**config.mk**
```make
export PLATFORM = sky130hd
export DESIGN_NAME = hostbus_par_port
export DESIGN_NICKNAME = d
export VERILOG_FILES = /design/src/rtl/hostbus_pkg.sv /design/src/rtl/hostbus_sync.sv /design/src/rtl/hostbus_regfile.sv /design/src/rtl/hostbus_ctrl.sv /design/src/rtl/hostbus_par_port.sv
export SDC_FILE = /design/constraint.sdc
export NUM_CORES = 1
export LEC_CHECK = 0
export ABC_AREA = 1
export BUFFER_PORTS_ARGS = -buffer_cell sky130_fd_sc_hd__buf_2
export CORE_MARGIN = 5
export CORE_UTILIZATION = 35
export CTS_CLUSTER_SIZE = 20
export DETAILED_ROUTE_END_ITERATION = 10
export MAX_ROUTING_LAYER = met4
export SLEW_MARGIN = 15
export SYNTH_ARGS = -nofsm -noshare
export SYNTH_HDL_FRONTEND = slang
export SYNTH_HIERARCHICAL = 1
export SYNTH_SLANG_ARGS = --single-unit
```
**constraint.sdc**
```tcl
create_clock -name clk -period 2.6 [get_ports clk]
set_input_delay 0.65 -clock clk [delete_from_list [all_inputs] [get_ports clk]]
set_output_delay 0.65 -clock clk [all_outputs]
set_load 0.02 [all_outputs]
```
**src/rtl/hostbus_pkg.sv**
```systemverilog
package hostbus_pkg;

   // Synchronised copy of the bus control pins
   typedef struct packed {
      logic cs_n;
      logic dsw_n;
      logic rwr;
      logic as;
   } strb_t;

   localparam strb_t STRB_IDLE = '{cs_n: 1'b1, dsw_n: 1'b1, rwr: 1'b1, as: 1'b0};

endpackage

```
**src/rtl/hostbus_sync.sv**
```systemverilog
module hostbus_sync #(
   parameter int unsigned WIDTH   = 1,
   parameter int unsigned STAGES  = 2,
   parameter logic [WIDTH-1:0] RST_VAL = '0
) (
   input  logic             clk,
   input  logic             rst_n,
   input  logic [WIDTH-1:0] din,
   output logic [WIDTH-1:0] dout
);

   initial assert (STAGES >= 2) else $fatal(1, "hostbus_sync needs at least two stages");

   logic [STAGES-1:0][WIDTH-1:0] chain;

   always_ff @(posedge clk or negedge rst_n) begin
      if (!rst_n) chain <= {STAGES{RST_VAL}};
      else        chain <= {chain[STAGES-2:0], din};
   end

   assign dout = chain[STAGES-1];

endmodule

```
**src/rtl/hostbus_regfile.sv**
```systemverilog
module hostbus_regfile #(
   parameter int unsigned DATA_W    = 8,
   parameter int unsigned ADDR_W    = 5,
   parameter int unsigned REG_COUNT = 24
) (
   input  logic              clk,
   input  logic              rst_n,
   input  logic              wr_en,
   input  logic [ADDR_W-1:0] wr_addr,
   input  logic [DATA_W-1:0] wr_data,
   input  logic [ADDR_W-1:0] rd_addr,
   output logic [DATA_W-1:0] rd_data
);

   localparam int unsigned DEPTH = 1 << ADDR_W;

   initial assert (REG_COUNT >= 1 && REG_COUNT <= DEPTH)
      else $fatal(1, "REG_COUNT must lie within the address space");

   logic [DATA_W-1:0] word [DEPTH];

   for (genvar i = 0; i < DEPTH; i++) begin : g_slot
      if (i < REG_COUNT) begin : g_store
         always_ff @(posedge clk or negedge rst_n) begin
            if (!rst_n)
               word[i] <= '0;
            else if (wr_en && wr_addr == ADDR_W'(i))
               word[i] <= wr_data;
         end
      end else begin : g_empty
         assign word[i] = '0;
      end
   end

   assign rd_data = word[rd_addr];

   // Unimplemented slots always read back as zero
   p_unimpl_zero_r6 : assert property (@(posedge clk) disable iff (!rst_n)
      (32'(rd_addr) >= REG_COUNT) |-> (rd_data == '0));

endmodule

```
**src/rtl/hostbus_ctrl.sv**
```systemverilog
module hostbus_ctrl
   import hostbus_pkg::*;
#(
   parameter int unsigned DATA_W = 8,
   parameter int unsigned ADDR_W = 5
) (
   input  logic              clk,
   input  logic              rst_n,
   input  logic              fmt_intel,
   input  logic              bus_mux,
   input  strb_t             strb,
   input  logic [DATA_W-1:0] d_s,
   input  logic [ADDR_W-1:0] a_s,
   input  logic [DATA_W-1:0] rd_data,
   output logic              wr_en,
   output logic [ADDR_W-1:0] wr_addr,
   output logic [DATA_W-1:0] wr_data,
   output logic [ADDR_W-1:0] rd_addr,
   output logic [DATA_W-1:0] d_out,
   output logic              d_oe,
   output logic              hs_out,
   output logic              hs_oe
);

   initial assert (DATA_W >= ADDR_W) else $fatal(1, "address must fit the data bus");

   logic              sel, strb_on, rd_act, wr_cap, as_q, as_fall, rd_end;
   logic              wr_pend, addr_ok, done;
   logic [ADDR_W-1:0] lat_addr, addr_eff;

   assign sel     = ~strb.cs_n;
   assign strb_on = ~strb.dsw_n;
   assign rd_act  = sel & (fmt_intel ? ~strb.rwr : (strb_on & strb.rwr));
   assign wr_cap  = sel & strb_on & ~rd_act & (fmt_intel | ~strb.rwr);
   assign as_fall = bus_mux & as_q & ~strb.as;
   assign addr_eff = bus_mux ? lat_addr : a_s;
   assign rd_addr  = addr_eff;

   // Address latch: tracks the bus while the address strobe is high,
   // holding the last value from the falling edge on
   always_ff @(posedge clk or negedge rst_n) begin
      if (!rst_n) begin
         as_q     <= 1'b0;
         lat_addr <= '0;
      end else begin
         as_q <= strb.as;
         if (strb.as) lat_addr <= d_s[ADDR_W-1:0];
      end
   end

   // Write capture: sample while the strobe is held, commit on its release
   always_ff @(posedge clk or negedge rst_n) begin
      if (!rst_n) begin
         wr_pend <= 1'b0;
         wr_data <= '0;
         wr_addr <= '0;
      end else begin
         wr_pend <= wr_cap;
         if (wr_cap) begin
            wr_data <= d_s;
            wr_addr <= addr_eff;
         end
      end
   end

   assign wr_en = wr_pend & ~strb_on & sel;

   // Read drive
   always_ff @(posedge clk or negedge rst_n) begin
      if (!rst_n) begin
         d_oe  <= 1'b0;
         d_out <= '0;
      end else begin
         d_oe  <= rd_act;
         d_out <= rd_act ? rd_data : '0;
      end
   end

   assign rd_end = d_oe & ~rd_act & sel;

   // Handshake state
   always_ff @(posedge clk or negedge rst_n) begin
      if (!rst_n) begin
         addr_ok <= 1'b0;
         done    <= 1'b0;
      end else begin
         addr_ok <= sel & (addr_ok | (bus_mux ? as_fall : 1'b1));
         done    <= sel & (wr_en | rd_end | (done & ~as_fall));
      end
   end

   always_comb begin
      if (fmt_intel) begin
         hs_oe  = sel;
         hs_out = done;
      end else begin
         hs_oe  = 1'b1;
         hs_out = addr_ok & ~done;
      end
   end

   p_no_drive_on_write_r5 : assert property (@(posedge clk) disable iff (!rst_n)
      d_oe |-> !wr_en);

   p_moto_idle_low_r8 : assert property (@(posedge clk) disable iff (!rst_n)
      (!fmt_intel && !sel) |=> (fmt_intel || !hs_out));

   p_rdy_high_after_xfer_r7 : assert property (@(posedge clk) disable iff (!rst_n)
      (fmt_intel && wr_en) |=> (!fmt_intel || hs_out));

   p_write_needs_sel_r9 : assert property (@(posedge clk) disable iff (!rst_n)
      wr_en |-> $past(sel));

endmodule

```
**src/rtl/hostbus_par_port.sv**
```systemverilog
module hostbus_par_port
   import hostbus_pkg::*;
#(
   parameter int unsigned DATA_W      = 8,
   parameter int unsigned ADDR_W      = 5,
   parameter int unsigned REG_COUNT   = 24,
   parameter int unsigned SYNC_STAGES = 2
) (
   input  logic              clk,
   input  logic              rst_n,
   input  logic              fmt_intel,
   input  logic              bus_mux,
   input  logic              cs_n,
   input  logic [ADDR_W-1:0] adr,
   input  logic [DATA_W-1:0] d_in,
   output logic [DATA_W-1:0] d_out,
   output logic              d_oe,
   input  logic              ds_wr_n,
   input  logic              rw_rd_n,
   input  logic              as_ale,
   output logic              hs_out,
   output logic              hs_oe
);

   localparam int unsigned BUS_W = DATA_W + ADDR_W;

   strb_t             strb_raw, strb_s;
   logic [BUS_W-1:0]  bus_s;
   logic              wr_en;
   logic [ADDR_W-1:0] wr_addr, rd_addr;
   logic [DATA_W-1:0] wr_data, rd_data;

   assign strb_raw = '{cs_n: cs_n, dsw_n: ds_wr_n, rwr: rw_rd_n, as: as_ale};

   hostbus_sync #(.WIDTH($bits(strb_t)), .STAGES(SYNC_STAGES), .RST_VAL(STRB_IDLE)) u_sync_ctl (
      .clk  (clk),
      .rst_n(rst_n),
      .din  (strb_raw),
      .dout (strb_s)
   );

   hostbus_sync #(.WIDTH(BUS_W), .STAGES(SYNC_STAGES), .RST_VAL('0)) u_sync_bus (
      .clk  (clk),
      .rst_n(rst_n),
      .din  ({d_in, adr}),
      .dout (bus_s)
   );

   hostbus_ctrl #(.DATA_W(DATA_W), .ADDR_W(ADDR_W)) u_ctrl (
      .clk      (clk),
      .rst_n    (rst_n),
      .fmt_intel(fmt_intel),
      .bus_mux  (bus_mux),
      .strb     (strb_s),
      .d_s      (bus_s[BUS_W-1:ADDR_W]),
      .a_s      (bus_s[ADDR_W-1:0]),
      .rd_data  (rd_data),
      .wr_en    (wr_en),
      .wr_addr  (wr_addr),
      .wr_data  (wr_data),
      .rd_addr  (rd_addr),
      .d_out    (d_out),
      .d_oe     (d_oe),
      .hs_out   (hs_out),
      .hs_oe    (hs_oe)
   );

   hostbus_regfile #(.DATA_W(DATA_W), .ADDR_W(ADDR_W), .REG_COUNT(REG_COUNT)) u_regs (
      .clk    (clk),
      .rst_n  (rst_n),
      .wr_en  (wr_en),
      .wr_addr(wr_addr),
      .wr_data(wr_data),
      .rd_addr(rd_addr),
      .rd_data(rd_data)
   );

   // Intel-style handshake is never driven while deselected (two sync stages of lag)
   p_rdy_released_r7 : assert property (@(posedge clk) disable iff (!rst_n)
      (fmt_intel && cs_n && $past(cs_n) && $past(cs_n, 2) && $past(cs_n, 3)) |-> !hs_oe);

endmodule

```
# --- Word-level counts from Yosys, hierarchy flattened ---
# Cells that the tools add are included.
word_totals:
  regBits: 257
  input_bits: 21
  out_inout_bits: 11
op_classes:
  magnitude_cmp: 1
  n_eq_ne: 23
  muxes: 9
  bitwise: 27
  reduce_logical: 25
op_table:
  columns: ["cell", "n"]
  rows:
  - ["binary-select mux 8 bit (select 5 bit)", 1]
  - ["equality test 5 x 4 -> 1 bit, second input constant", 8]
  - ["equality test 5 bit, second input constant", 8]
  - ["logical AND 1 bit", 24]
  - ["two-way mux 8 bit", 3]
  - ["equality test 5 x 3 -> 1 bit, second input constant", 4]
  - ["bitwise AND 1 bit", 15]
  - ["equality test 5 x 2 -> 1 bit, second input constant", 2]
  - ["NOT 1 bit", 7]
  - [">= comparator 6 bit, second input constant", 1]
  - ["NOT 5 -> 6 bit", 1]
  - ["equality test 5 x 1 -> 1 bit, second input constant", 1]
  - ["zero test 5 bit", 1]
  - ["two-way mux 5 bit", 1]
  - ["two-way mux 1 bit", 4]
  - ["OR 1 bit", 4]

# --- Depth between registers and ports, before layout ---
# Gate-level depths: netlist (run 1).
logic_depth:
  ltp_word: 10
  mapped_depth: 16
  depth_no_buf: 13

# --- By module ---
# The synthesis (run 1) kept the hierarchy.
by_module_without_submodules:
  columns: ["mod", "instances", "cells_each", "area_each_um2", "seq_area_each_um2"]
  rows:
  - ["hostbus_regfile", 1, 1195, 9227.6, 4804.6]
  - ["hostbus_ctrl", 1, 140, 1248.7, 775.7]
  - ["hostbus_sync at u_sync_bus", 1, 39, 748.2, 650.6]
  - ["hostbus_sync at u_sync_ctl", 1, 12, 237.7, 207.7]

# --- Worst setup path before layout (run 1) ---
# OpenSTA, ideal clock, no wires.
synth_timing:
  path_kind: "input port to flip-flop"
  startpoint: "in bus_mux"
  endpoint: "reg u_ctrl.d_out[2]"
  arrival_ps: 2015
  t_required_ps: 2528
  setup_slack_ps: 513
  cell_stages: 13
  path_buffers: 3
  cell_sequence: "buf_2 -> nor2_1 -> a21oi_1 -> buf_2 -> clkbuf_1 -> nand3_1 -> nand3_1 -> nand3_1 -> nand2_1 -> nand2_1 -> nand2_1 -> inv_1 -> nor2_1"
synth_via:
  elab_chain_len: 6
synth_rtl:
  columns: ["element", "line_no", "text"]
  rows:
  - ["start: declaration", "hostbus_par_port.sv:12", "input logic bus_mux,"]
  - ["two-way mux 5 bit", "hostbus_ctrl.sv:36", "assign addr_eff = bus_mux ? lat_addr : a_s;"]
  - ["net rd_addr[1]", "hostbus_par_port.sv:30", "logic [ADDR_W-1:0] wr_addr, rd_addr;"]
  - ["NOT 5 -> 6 bit (not written as such)", "hostbus_regfile.sv:35", "assign rd_data = word[rd_addr];"]
  - ["binary-select mux 8 bit (select 5 bit)", "hostbus_regfile.sv:35", null]
  - ["two-way mux 8 bit (not written as such) (2 in a row)", "hostbus_regfile.sv:35", null]
  - ["net rd_data[2]", "hostbus_par_port.sv:31", "logic [DATA_W-1:0] wr_data, rd_data;"]
  - ["two-way mux 8 bit", "hostbus_ctrl.sv:75", "d_out <= rd_act ? rd_data : '0;"]
  - ["end signal: assignment", "hostbus_ctrl.sv:75", null]
  - ["end: declaration", "hostbus_ctrl.sv:19", "output logic [DATA_W-1:0] d_out,"]
# The timed path passes the listed nets, and every way through them passes these cells. The select of a mux whose other input is x is not followed.
# A chain may end at the register's enable or synchronous reset.

# --- Worst setup path after layout (run 1) ---
layout_timing:
  startpoint: "reg u_sync_ctl.chain (netlist bit u_sync_ctl/dout[2])"
  endpoint: "reg u_regs/word[227] (netlist bit)"
layout_via:
  elab_chain_len: 3
layout_rtl:
  columns: ["element", "line_no", "text"]
  rows:
  - ["start: declaration", "hostbus_sync.sv:14", "logic [STAGES-1:0][WIDTH-1:0] chain;"]
  - ["start signal: assignment", "hostbus_sync.sv:17", "if (!rst_n) chain <= {STAGES{RST_VAL}};"]
  - ["start signal: assignment", "hostbus_sync.sv:18", "else chain <= {chain[STAGES-2:0], din};"]
  - ["bitwise AND 1 bit (2 in a row)", "hostbus_ctrl.sv:66", "assign wr_en = wr_pend & ~strb_on & sel;"]
  - ["net wr_en", "hostbus_par_port.sv:29", "logic wr_en;"]
  - ["logical AND 1 bit", "hostbus_regfile.sv:27", "else if (wr_en && wr_addr == ADDR_W'(i))"]
  - ["end signal: indexed assignment", "hostbus_regfile.sv:28", "word[i] <= wr_data;"]
  - ["end: declaration", "hostbus_regfile.sv:20", "logic [DATA_W-1:0] word [DEPTH];"]
# The timed path passes the listed nets, and every way through them passes these cells.

==> results of run 1 <==
-- worst min path at each step --
stage / startpoint / end / slack, ns / cells past startpoint
floorplan: u_sync_bus/chain[0] / u_sync_bus/dout[0] / 0.33 / 0
global placement: u_sync_bus/chain[7] / u_sync_bus/dout[7] / 0.33 / 0
detailed placement: u_sync_bus/chain[2] / u_sync_bus/dout[2] / 0.33 / 0
CTS: rst_n / u_regs/word[245] / 0.12 / 1
global route: rst_n / u_regs/word[245] / 0.14 / 1
finish: rst_n / u_regs/word[245] / 0.09 / 1
-- metrics by stage --
stage	power, mW	hold slack (ns)
after floorplan	5.284	0.3312
after global placement	5.789	0.3325
after detailed placement	5.812	0.3347
after CTS	9.764	0.1172
after global routing	10.10	0.1421
final	9.658	0.09414
-- per-layer routing --
metal,up-vias,global-route usage [%]
li1,4342,-
met1,4234,24.72
met2,221,24.06
met3,51,2.356
met4,0,4.006
met5,-,-
-- flip-flops by register name (all words and copies together) (netlist names) --
register,cells
u_ctrl/lat_addr,5
u_ctrl/addr_ok,1
u_ctrl/wr_data,8
u_ctrl/d_out,8
u_sync_ctl/chain,4
u_ctrl/d_oe,1
u_ctrl/wr_addr,5
u_ctrl/as_q,1
u_regs/word,192
u_sync_ctl/dout,4
u_ctrl/done,1
u_ctrl/wr_pend,1
u_sync_bus/chain,13
u_sync_bus/dout,13
-- cell usage in the layout, fill, tap and decap left out --
cell type / count
a21oi_1: 6
a21oi_2: 1
a21oi_4: 2
a31oi_1: 1
buf_12: 9
buf_2: 30
buf_4: 23
buf_8: 1
bufinv_16: 4
clkbuf_1: 4
clkbuf_16: 27
clkbuf_8: 4
clkinv_1: 1
clkinv_2: 5
dfrtp_1: 251
dfstp_2: 6
inv_1: 131
inv_2: 5
inv_4: 1
nand2_1: 447
nand2_2: 3
nand2_4: 2
nand3_1: 108
nand3_2: 1
nor2_1: 66
nor2_2: 6
nor2_4: 2
nor3_2: 2
nor3_4: 1
o211ai_1: 16
o21ai_0: 188
o21ai_1: 33
o21ai_2: 8
-- critical path, delay by kind of cell (launching register included) --
family	cells	cell delay (ns)
AOI/OAI and AO/OA	1	0.38
DFF	1	0.54
buffers and inverters	1	0.09
and+or+nand+nor	4	0.91
-- where the power goes --
group          internal, mW  switching (mW)  leakage [nW]
Clock                  2.39            1.53         0.442
Combinational         0.393           0.918          2.16
Sequential             4.27           0.157          3.45
-- cell families (layout without fill, tap and decap cells) --
logic type | after synthesis | count (layout) | share of synthesized area (%)
flip-flops | 257 | 257 | 56.17
AND/OR/NAND/NOR | 638 | 638 | 22.80
buffers and inverters | 236 | 245 | 9.268
AO/OA/AOI/OAI | 255 | 255 | 11.76
-- layout make-up --
cell class / instances / area, um^2 / area share, %
Multi-Input combinational cell: 893 / 3988 / 30.89
Clock buffer: 35 / 745.7 / 5.777
Timing Repair Buffer: 63 / 518.0 / 4.013
Inverter: 138 / 520.5 / 4.032
Clock inverter: 9 / 145.1 / 1.124
Sequential cell: 257 / 6439 / 49.88
Tap cell: 442 / 553.0 / 4.284
==> impl_metrics.csv, run 1 <==
group,metric,value,unit
routing,top_layer_used,"met4",
synthesis,synth-seq-area-share,56.17,%
clock_network,htree_num_levels,1,
global_route,grt_pass1_vias,8557,
finish,final_nets,1401,
timing,min_period,2.002,ns
die,rows,66,
routing,drtAntennaViolNets,0,
finish,fill_cells,3273,
setup_path,timing.rr.end,"u_regs/word[227]",
setup_path,path_cells,"nand2_1 > nor2_1 > inv_1 > nor2_4 > nand3_1 > o21ai_0",
routing,drc,0,
placed_design,place_area,12020,um^2
setup_path,crit_arrival,2.43,ns
setup_path,start_kind,"flip-flop",
synthesis,synth_area_leader_cell,"dfrtp_1",
routing,drtPass1Iterations,5,
clock_network,cts_hold_buffers,0,
finish,area_growth,12.62,%
setup_path,r2r_start,"u_sync_ctl/dout[2]",
timing,slew_headroom,35.71,%
synthesis,syn-cell-area,11460,um^2
synthesis,synth_most_common_cell,"nand2_1",
global_route,grtUsageTotal,16.59,%
clock_network,postCtsSetupRepairBufs,0,
clock_network,cts_resized,0,
global_route,overflow,0,
routing,wl_met1,14230,um
global_route,antenna_found_initial,0,
setup_path,crit_end,"u_regs/word[227]",
die,boundaryPins,32,
clock_network,ctsLongestPathBuffers,3,
power_and_ir_drop,power.leakage,6.055,nW
synthesis,synthArstFlopShare,100.0,%
finish,final_core_util,39.78,%
setup_path,crit_type,"flip-flop to flip-flop",
clock_network,clkLatencyLatePin,0.53,ns
placed_design,io_buffers,31,
synthesis,synthFlopType,"dfrtp_1",
setup_path,end_kind,"flip-flop",
finish,design_area,12910,um^2
routing,drt-initial-drc-count,768,
setup_path,critical_path.startpoint,"u_sync_ctl/dout[2]",
routing,routed_via_density,4.817,
clock_network,tritoncts,"built",
setup_path,cp_slowest_cell,"nand3_1",
placed_design,placedCellCount,1793,
synthesis,netlist-cell-type-count,27,
placed_design,dpl.hpwl,18200,um
synthesis,synth_seq_cells,257,
timing,finalSetupTns,0,ns
synthesis,synth.avg_cell_area,8.270,um^2
timing,setup-violations-final,0,
synthesis,synth_commonest_cells,"nand2_1, dfrtp_1, o21ai_0",
synthesis,yosys-top-cells-area,"dfrtp_1, nand2_1, o21ai_0",
setup_path,required,3.02,ns
routing,route.met2.wl,12210,um
timing,rsz0062_at_grt,"false",
die,die_h,191.0,um
setup_path,r2r_slack,0.60,ns
global_route,grt_max_degree,73,
timing,final_max_slew_viol_count,0,
finish,layout-drive-gt1-share,10.25,%
job,drv_cap,0,
placed_design,gp_congestion,0.8616,
synthesis,synth-edff-count,0,
routing,wl_per_cell,15.66,um
synthesis,synthCells,1386,
timing,fin_crit_sh,77.01,%
outcome,status,"finished clean",
finish,stdcell_count,1837,
power_and_ir_drop,p_per_area,748.2,nW/um^2
finish,num_antenna_cells,0,
synthesis,syn-num-nets,1407,
global_route,grt_pass1_wl,47490,um
timing,worstMarginPinSlew,0.9633,ns
timing,finClkSkew,0.007630,ns
synthesis,yosys_warnings,6,
clock_network,cts.sink_count,257,
setup_path,path_max_fanout,16,
clock_network,path_clk_slew,0.06,ns
die,start_util,35.32,%
timing,hold_violations,0,
die,fp.dieArea,36470,um^2
routing,vias,8848,
routing,met3WireLength,1580,um
min_path,hold_class,"primary input to async pin",
timing,fin_ws,0.5977,ns
setup_path,reg2reg_depth,6,
clock_network,cts-root-buf,"clkbuf_16",
placed_design,dp_worst_setup_slack,0.1483,ns
die,die_w,191.0,um
synthesis,yosysTopAreaCellShare,54.80,%
timing,fmax,0.4994,GHz
setup_path,worst_path_largest_cell_delay,0.55,ns
routing,wl,28770,um
die,core,32450,um^2
clock_network,cts_made_buffers,27,
power_and_ir_drop,irDropWorstVdd,0.5090,mV
Power figures use the tool's default switching activity.
==> inputs of run 2 (changes only) <==
==> constraint.sdc (replaced) <==
create_clock -name clk -period 2.05 [get_ports clk]
set_input_delay 0.5125 -clock clk [delete_from_list [all_inputs] [get_ports clk]]
set_output_delay 0.5125 -clock clk [all_outputs]
set_load 0.02 [all_outputs]
==> impl_metrics.csv, run 2 (same netlist as run 1, synthesis figures left out) <==
group,metric,value,unit
outcome,status,"finished clean",
clock_network,cts.sink_count,257,
placed_design,gp_congestion,0.9233,
setup_path,crit_arrival,2.32,ns
finish,mostFrequentLayoutCells,"nand2_1, dfrtp_1, o21ai_0, inv_1, nand3_1",
power_and_ir_drop,p_per_area,946.1,nW/um^2
finish,area_growth,15.99,%
timing,fin_crit_sh,93.04,%
timing,fmax,0.5243,GHz
global_route,grtUsageTotal,16.67,%
timing,final_max_slew_viol_count,0,
die,start_util,35.32,%
finish,final_nets,1430,
routing,vias,8833,
timing,finClkSkew,0.01400,ns
die,core,32450,um^2
global_route,overflow,0,
setup_path,path_max_fanout,16,
setup_path,crit_type,"flip-flop to flip-flop",
clock_network,htree_num_levels,1,
power_and_ir_drop,seqPwrFrac,44.6,%
finish,stdcell_count,1872,
clock_network,postCtsSetupRepairBufs,0,
setup_path,start_kind,"flip-flop",
routing,drc,0,
finish,top_register,"u_regs/word",
global_route,antenna_found_initial,0,
setup_path,end_kind,"flip-flop",
placed_design,dp_worst_setup_slack,-0.1318,ns
timing,rsz0062_at_grt,"true",
power_and_ir_drop,pwr-share-comb,14.2,%
die,rows,66,
finish,final_common_cell,"nand2_1",
timing,min_period,1.907,ns
finish,num_antenna_cells,0,
timing,hold_violations,0,
placed_design,io_buffers,31,
routing,drtAntennaViolNets,0,
timing,fin_ws,0.1426,ns
clock_network,ctsLongestPathBuffers,3,
power_and_ir_drop,power.leakage,6.253,nW
die,fp.dieArea,36470,um^2
setup_path,required,2.46,ns
routing,drt-initial-drc-count,827,
placed_design,placedCellCount,1820,
global_route,grt_pass1_wl,47690,um
die,die_w,191.0,um
finish,final_core_util,40.97,%
timing,slew_headroom,62.38,%
clock_network,cts_resized,0,
die,boundaryPins,32,
power_and_ir_drop,p_int,9.150,mW
clock_network,clkLatencyLatePin,0.54,ns
timing,setup-violations-final,0,
placed_design,dpl.hpwl,18680,um
clock_network,path_clk_slew,0.06,ns
job,drv_cap,0,
power_and_ir_drop,irDropWorstVdd,0.7349,mV
die,die_h,191.0,um
routing,drtPass1Iterations,5,
clock_network,cts-root-buf,"clkbuf_16",
timing,worstMarginPinSlew,0.5629,ns
routing,wl,29040,um
routing,routed_via_density,4.718,
global_route,grt_pass1_vias,8458,
power_and_ir_drop,switching_share,27.26,%
routing,wl_per_cell,15.51,um
min_path,hold_class,"primary input to flip-flop",
global_route,grt_max_degree,71,
finish,fill_cells,3294,
power_and_ir_drop,switchingPower,3.428,mW
clock_network,tritoncts,"built",
finish,largest_reg_flops,192,
finish,layout-drive-gt1-share,12.17,%
clock_network,cts_made_buffers,28,
power_and_ir_drop,p_clk_share,41.1,%
[run 2: cell types whose count changed in the layout (fill, tap and decap cells not counted), sizes merged]
cell / previous run / this run
clkinv: 6 / 7
clkbuf: 35 / 41
dlygate4sd3: 0 / 1
clkinvlp: 0 / 1
buf: 63 / 90
bufinv: 4 / 3
[run 2: worst max-delay path, stage by stage, from the launching register on]
cell,delay (ns)
dfstp_2,0.54
nand2_1,0.05
nor2_1,0.12
inv_1,0.09
nor2_4,0.14
inv_2,0.08
nor3_4,0.25
nand2_2,0.30
nand2_1,0.16
o21ai_2,0.06
[run 2: repair_timing]
action | in CTS | in global routing
endpoints found under the setup margin | 0 | 61
hold endpoints to repair | 29 | 0
hold buffers | 1 | 0
[run 2: power groups by stage]
stage	registers (mW)	logic, mW	clock network [mW]
after floorplan	5.65	1.05	0
after global placement	5.69	1.78	0
after detailed placement	5.70	1.79	0
after CTS	5.61	1.80	5.30
after global routing	5.66	2.01	5.51
final	5.61	1.79	5.17
[run 2: layout make-up]
type / instances / area, um^2 / area share (%)
repair buffers: 91 / 843.3 / 6.343
flip-flops and latches: 257 / 6439 / 48.43
clock buffers: 41 / 820.8 / 6.174
well taps: 442 / 553.0 / 4.160
inverters: 138 / 520.5 / 3.915
clock inverters: 10 / 131.4 / 0.9881
multi-input cells: 893 / 3988 / 29.99
[run 2: path summary, 6_finish.rpt]
check | slack (ns) | startpoint | endpoint | cells past startpoint
max | 0.14 | u_sync_ctl/dout[2] | u_regs/word[178] | 9
min | 0.07 | cs_n | u_sync_ctl/chain[3] | 1
max reg2reg | 0.14 | u_sync_ctl/dout[2] | u_regs/word[178] | 9
min reg2reg | 0.35 | u_sync_bus/chain[10] | u_sync_bus/dout[10] | 0
max in group asynchronous | 0.94 | rst_n | u_regs/word[97] | 3
min in group asynchronous | 0.45 | rst_n | u_ctrl/done | 2
[run 2: metrics by stage]
stage | instance area (um^2) | TNS [ns] | total power, mW | hold slack (ns)
detailed placement | 12330 | -0.8156 | 7.485 | 0.3347
CTS | 13300 | 0 | 12.71 | 0.04460
global placement | 12330 | -0.7959 | 7.471 | 0.3317
finish | 13300 | 0 | 12.58 | 0.07196
global route | 13300 | -1.687 | 13.18 | 0.05161
floorplan | 11460 | 0 | 6.702 | 0.2169
[run 2: layer usage]
layer	vias to the layer above	part of all wire [%]	GRT usage, %
li1	4403	-	-
met1	4185	51	25.67
met2	214	43	24.07
met3	31	4.7	1.991
met4	0	1.8	2.873
met5	-	0	-
